### config.mk
export PLATFORM = sky130hd
export DESIGN_NAME = modexp_engine
export DESIGN_NICKNAME = d
export VERILOG_FILES = /design/src/rtl/modexp_pkg.sv /design/src/rtl/modexp_redstep.sv /design/src/rtl/modexp_mulser.sv /design/src/rtl/modexp_engine.sv
export SDC_FILE = /design/constraint.sdc
export NUM_CORES = 1
export LEC_CHECK = 0
export ABC_CLOCK_PERIOD_IN_PS = 7760
export BUFFER_PORTS_ARGS = -buffer_cell sky130_fd_sc_hd__buf_4
export CAP_MARGIN = 40
export CORE_MARGIN = 4
export CORE_UTILIZATION = 57
export DETAILED_ROUTE_END_ITERATION = 6
export PLACE_DENSITY = 0.74
export SLEW_MARGIN = 20
export SYNTH_ARGS = -nofsm -noshare
export SYNTH_HDL_FRONTEND = slang
export SYNTH_SLANG_ARGS = --single-unit
### constraint.sdc
create_clock -name clk -period 7.76 [get_ports clk]
set_clock_uncertainty 0.15 [all_clocks]
set_input_delay 0.776 -clock clk [delete_from_list [all_inputs] [get_ports clk]]
set_output_delay 0.776 -clock clk [all_outputs]
set_load 0.005 [all_outputs]
### src/rtl/modexp_pkg.sv
package modexp_pkg;

    // Sequencer state for the exponent scan
    typedef enum logic [1:0] {
        XS_IDLE   = 2'd0,
        XS_LAUNCH = 2'd1,
        XS_WAIT   = 2'd2
    } xp_state_e;

    // Role of each multiplier lane in the generate loop
    localparam int LANE_SQUARE  = 0;
    localparam int LANE_PRODUCT = 1;
    localparam int NUM_LANES    = 2;

endpackage

### src/rtl/modexp_redstep.sv
// One interleaved step: acc' = (2*acc + bit*a) mod m, with acc, a < m.
module modexp_redstep #(
    parameter int W = 32
) (
    input  logic [W-1:0] acc_i,
    input  logic [W-1:0] a_i,
    input  logic [W-1:0] m_i,
    input  logic         bit_i,
    output logic [W-1:0] acc_o
);
    logic [W:0] mx, dbl, red1, sum, red2;

    always_comb begin
        mx   = {1'b0, m_i};
        dbl  = {acc_i, 1'b0};
        red1 = (dbl >= mx) ? dbl - mx : dbl;
        sum  = red1 + {1'b0, a_i};
        red2 = (sum >= mx) ? sum - mx : sum;
        acc_o = W'(bit_i ? red2 : red1);
    end
endmodule

### src/rtl/modexp_mulser.sv
// Bit-serial modular multiplier: p = a*b mod m, b scanned MSB first.
module modexp_mulser #(
    parameter int W = 32
) (
    input  logic         clk,
    input  logic         rst,
    input  logic         go_i,
    input  logic [W-1:0] a_i,
    input  logic [W-1:0] b_i,
    input  logic [W-1:0] m_i,
    output logic [W-1:0] p_o,
    output logic         done_o
);
    localparam int CW = $clog2(W + 1);
    localparam logic [CW-1:0] CNT_FULL = CW'(W);
    localparam logic [CW-1:0] CNT_LAST = CW'(1);

    logic [W-1:0]  acc_q, a_q, b_q, m_q, acc_nxt;
    logic [CW-1:0] cnt_q;
    logic          busy_q, done_q;

    modexp_redstep #(.W(W)) u_step (
        .acc_i (acc_q),
        .a_i   (a_q),
        .m_i   (m_q),
        .bit_i (b_q[W-1]),
        .acc_o (acc_nxt)
    );

    always_ff @(posedge clk) begin
        if (rst) begin
            acc_q  <= '0;
            a_q    <= '0;
            b_q    <= '0;
            m_q    <= '0;
            cnt_q  <= '0;
            busy_q <= 1'b0;
            done_q <= 1'b0;
        end else begin
            done_q <= 1'b0;
            if (go_i) begin
                acc_q  <= '0;
                a_q    <= a_i;
                b_q    <= b_i;
                m_q    <= m_i;
                cnt_q  <= CNT_FULL;
                busy_q <= 1'b1;
            end else if (busy_q) begin
                acc_q <= acc_nxt;
                b_q   <= {b_q[W-2:0], 1'b0};
                cnt_q <= cnt_q - CNT_LAST;
                if (cnt_q == CNT_LAST) begin
                    busy_q <= 1'b0;
                    done_q <= 1'b1;
                end
            end
        end
    end

    assign p_o    = acc_q;
    assign done_o = done_q;

    // partial product stays fully reduced throughout a run
    p_acc_reduced_r1: assert property (@(posedge clk) disable iff (rst)
        busy_q |-> (acc_q < m_q));

    // completion only ends a run that was in progress
    p_done_ends_run_r5: assert property (@(posedge clk) disable iff (rst)
        done_q |-> $past(busy_q));

    // a launch always starts a run on the next cycle
    p_go_starts_r5: assert property (@(posedge clk) disable iff (rst)
        go_i |=> busy_q);
endmodule

### src/rtl/modexp_engine.sv
module modexp_engine
    import modexp_pkg::*;
#(
    parameter int W = 32
) (
    input  logic         clk,
    input  logic         rst,
    input  logic         start_i,
    input  logic [W-1:0] msg_i,
    input  logic [W-1:0] exp_i,
    input  logic [W-1:0] mod_i,
    output logic [W-1:0] res_o,
    output logic         done_o
);
    localparam int IW = (W > 2) ? $clog2(W) : 1;
    localparam logic [IW-1:0] IDX_LAST = IW'(W - 1);
    localparam logic [IW-1:0] IDX_ONE  = IW'(1);
    localparam logic [W-1:0]  ONE_W    = W'(1);

    xp_state_e     state_q;
    logic [W-1:0]  mod_q, exp_q, base_q, res_q;
    logic [IW-1:0] idx_q;
    logic          done_q;
    logic          go;

    logic [W-1:0]  lane_p    [NUM_LANES];
    logic          lane_done [NUM_LANES];

    assign go = (state_q == XS_LAUNCH);

    // Lane 0 squares the base, lane 1 multiplies the partial result by it
    for (genvar gi = 0; gi < NUM_LANES; gi++) begin : g_lane
        modexp_mulser #(.W(W)) u_mul (
            .clk    (clk),
            .rst    (rst),
            .go_i   (go),
            .a_i    (base_q),
            .b_i    ((gi == LANE_SQUARE) ? base_q : res_q),
            .m_i    (mod_q),
            .p_o    (lane_p[gi]),
            .done_o (lane_done[gi])
        );
    end

    always_ff @(posedge clk) begin
        if (rst) begin
            state_q <= XS_IDLE;
            mod_q   <= '0;
            exp_q   <= '0;
            base_q  <= '0;
            res_q   <= '0;
            idx_q   <= '0;
            done_q  <= 1'b0;
        end else begin
            done_q <= 1'b0;
            case (state_q)
                XS_IDLE: begin
                    if (start_i) begin
                        mod_q   <= mod_i;
                        exp_q   <= exp_i;
                        base_q  <= msg_i;
                        res_q   <= (mod_i == ONE_W) ? '0 : ONE_W;
                        idx_q   <= '0;
                        state_q <= XS_LAUNCH;
                    end
                end
                XS_LAUNCH: state_q <= XS_WAIT;
                XS_WAIT: begin
                    if (lane_done[LANE_SQUARE]) begin
                        base_q <= lane_p[LANE_SQUARE];
                        if (exp_q[0]) res_q <= lane_p[LANE_PRODUCT];
                        exp_q <= {1'b0, exp_q[W-1:1]};
                        if (idx_q == IDX_LAST) begin
                            done_q  <= 1'b1;
                            state_q <= XS_IDLE;
                        end else begin
                            idx_q   <= idx_q + IDX_ONE;
                            state_q <= XS_LAUNCH;
                        end
                    end
                end
                default: state_q <= XS_IDLE;
            endcase
        end
    end

    assign res_o  = res_q;
    assign done_o = done_q;

    // completion is a single-cycle pulse
    p_done_pulse_r4: assert property (@(posedge clk) disable iff (rst)
        done_q |=> !done_q);

    // captured modulus cannot change while a run is active
    p_busy_holds_mod_r7: assert property (@(posedge clk) disable iff (rst)
        (state_q != XS_IDLE) |=> $stable(mod_q));

    // result is held while idle and no start arrives
    p_result_hold_r6: assert property (@(posedge clk) disable iff (rst)
        (state_q == XS_IDLE && !start_i) |=> $stable(res_q));

    // a unit modulus keeps the result at zero during the run
    p_unit_mod_zero_r3: assert property (@(posedge clk) disable iff (rst)
        (state_q != XS_IDLE && mod_q == ONE_W) |-> (res_q == '0));

    // both lanes finish in the same cycle
    p_lanes_lockstep_r5: assert property (@(posedge clk) disable iff (rst)
        lane_done[LANE_SQUARE] |-> lane_done[LANE_PRODUCT]);
endmodule

==> flow_summary.toml <==
[critical_path]
cp.required_ps = 8130
critPathMaxStageDelay_ps = 430
cp_top_family = "compound AO/OA/AOI/OAI gates"
crit_type = "reg2reg"
worstSetupStartpointType = "flip-flop"
cp_num_buf_inv = 6
endpoint_kind = "flip-flop"
worstPathArrival_ps = 8040
cp_slowest_cell = "nor4b_4"
critPathMaxFanout = 13
cpMostUsedCell = "buf_4"

[cts]
htreeDepth = 2
clk_pin_slew_ps = 70
clock_sinks = 343
cts_made_buffers = 38
ctsLongestPathBuffers = 3
cts_tree = "built"
insertion_delay_ps = 590
root_buffer = "clkbuf_16"

[synthesis]
synth-warning-count = 0
synth_edf_count = 0
synth.most_common_cell = "nand2_1"
seq_area_frac_synth_pct = 28.05
synth_area_per_cell_sq_um = 7.695
synth_cells = 3181
synth.distinct_cells = 91
synth_commonest_cells = "518 x nand2_1, 356 x a21oi_1, 343 x dfxtp_1"
synth-seq-cells = 343
syn_area_sq_um = 24480
synthesis.nets = 3484
synth.area.top_cells = "dfxtp_1 28%, ha_1 10%, nand2_1 7.9%"
synth.largest_area_cell = "dfxtp_1"
ys.flop_type = "dfxtp_1"
synth_top_area_share_pct = 28.05
synthArstFlopShare_pct = 0

[timing]
tightest_slew_ps = 845.7
final_max_slew_viol_count = 0
hold_viol = 0
fin_crit_sh_pct = 98.74
period_minus_slack_ps = 7662
relSlewSlack_pct = 43.56
timing.fmax_ghz = 0.1305
rsz0062_at_grt = "yes"
finalSetupViolCount = 0
setup_tns_ps = 0

[route]
drc = 0
postRouteAntennaNets = 0
vias_per_cell = 6.296
finalWirelength_mm = 94.70
vias = 27510
drt_iter0_markers = 2966
first_pass_iters = 7
wire_per_inst_um = 21.67

[die]
start_util_pct = 57.97
core_sq_um = 42230
ios = 132
die_width_um = 215.2
die_area_sq_um = 46320
placementRows = 75
fp.dieH_um = 215.2

[cells_and_area]
final_util_pct = 76.81
drive_above_1_share_pct = 26.79
layout.nets = 4104
area_growth_pct = 32.51

[global_route]
antenna_found_initial = 1
grt_pass1_wl_mm = 144.8
first_global_vias = 26640
grt_usage_pct = 38.60
grt_max_degree = 81
grt.overflow.total = 0

[outcome]
status = "complete, no violations"

[placed_design]
place_congestion = 1.124
io_buffer_count = 131
hpwlAfterDp_mm = 72.26

[worst_hold_path]
hold_class = "in2reg"

[job]
cap_violations = 0
## routing by layer
layer,track usage [%],wire (um)
met2,61.28,41930
met5,0,13
met4,17.20,5012
met1,50.75,37730
met3,8.093,10020
## registers in the layout, indices dropped and copies added, names as in the netlist, 2 cells and up
register             count
res_o                   32
g_lane.u_mul.a_q        32
g_lane.u_mul.p_o        64
mod_q                   32
base_q                  32
g_lane.u_mul.cnt_q      12
state_q                  2
g_lane.u_mul.b_q        64
g_lane.u_mul.busy_q      2
exp_q                   32
g_lane.u_mul.m_q        32
idx_q                    5
## logic make-up (layout without fill, tap and decap cells)
logic type / count (synthesis) / count (layout) / synth area share (%)
fa+ha+maj: 204 / 204 / 10.61
compound gates: 1040 / 1040 / 28.18
other cells: 0 / 1 / 0
flops: 343 / 343 / 28.05
mux: 89 / 89 / 3.895
xor+xnor: 163 / 163 / 5.832
buf+inv: 273 / 921 / 4.401
simple gates: 1069 / 1070 / 19.02
## final cells by class
type	instances	area (sq um)
Antenna cell	1	2.502
Clock buffer	53	1087
Clock inverter	16	237.7
Fill cell	3088	9791
Inverter	107	401.6
Multi-Input combinational cell	2566	17280
Sequential cell	343	6879
Tap cell	539	674.4
Timing Repair Buffer	745	5877
## through the flow
step	worst slack [ps]	hold slack (ps)	cell area, sq um	cells
after floorplan	173.6	282.1	24480	3181
after global placement	-526.0	292.3	29950	4261
after detailed placement	-551.2	296.5	30030	4266
after CTS	2.735	276.5	31550	4344
after global routing	-190.8	300.0	32430	4369
final	98.08	291.9	32440	4370
## worst min-delay path, delay by kind of cell
kind	cells	cell delay (ps)
AO/OA/AOI/OAI	1	50
buffers and inverters	1	110
AND/OR/NAND/NOR	1	50
## worst paths after layout
check | slack (ps) | from | to | cells after the start
hold reg to reg | 300 | g_lane[1].u_mul.m_q[5]$_SDFFE_PP0P_ | g_lane[1].u_mul.m_q[5]$_SDFFE_PP0P_ | 2
setup reg to reg | 100 | g_lane[1].u_mul.m_q[22]$_SDFFE_PP0P_ | g_lane[0].u_mul.p_o[12]$_SDFFE_PP0P_ | 33
setup / recovery | 100 | g_lane[1].u_mul.m_q[22]$_SDFFE_PP0P_ | g_lane[0].u_mul.p_o[12]$_SDFFE_PP0P_ | 33
hold / removal | 290 | mod_i[25] | mod_q[25]$_SDFFE_PP0P_ | 3
## timing repair
item | CTS | global route
buffers inserted | 8 | 20
hold buffers | 0 | 0
gates cloned | 1 | 3
resized for setup | 28 | 142
pin swaps | 9 | 64
setup endpoints to repair | 63 | 64
## cell usage in the layout (no fill, tap or decap), types with 12 or more instances in the layout
master	instances
a211o_1	13
a211oi_1	60
a21o_1	90
a21oi_1	338
a21oi_2	19
a22oi_1	49
a311oi_1	65
a31oi_1	29
and3_1	21
buf_4	717
clkbuf_16	40
dfxtp_1	333
ha_1	180
ha_4	15
inv_1	91
inv_2	16
mux2_2	45
mux2i_1	39
nand2_1	516
nand2b_1	27
nand3_1	51
nand4_1	22
nor2_1	277
nor2b_1	12
nor3_1	34
nor4_1	18
o211ai_1	32
o21a_1	17
o21ai_0	101
o21ai_1	36
o21bai_1	25
o22ai_1	15
o31ai_1	19
xnor2_1	97
xor2_1	60
Power is not shown: default switching activity piles up to over one toggle a cycle in this logic, so the estimate is an artifact.
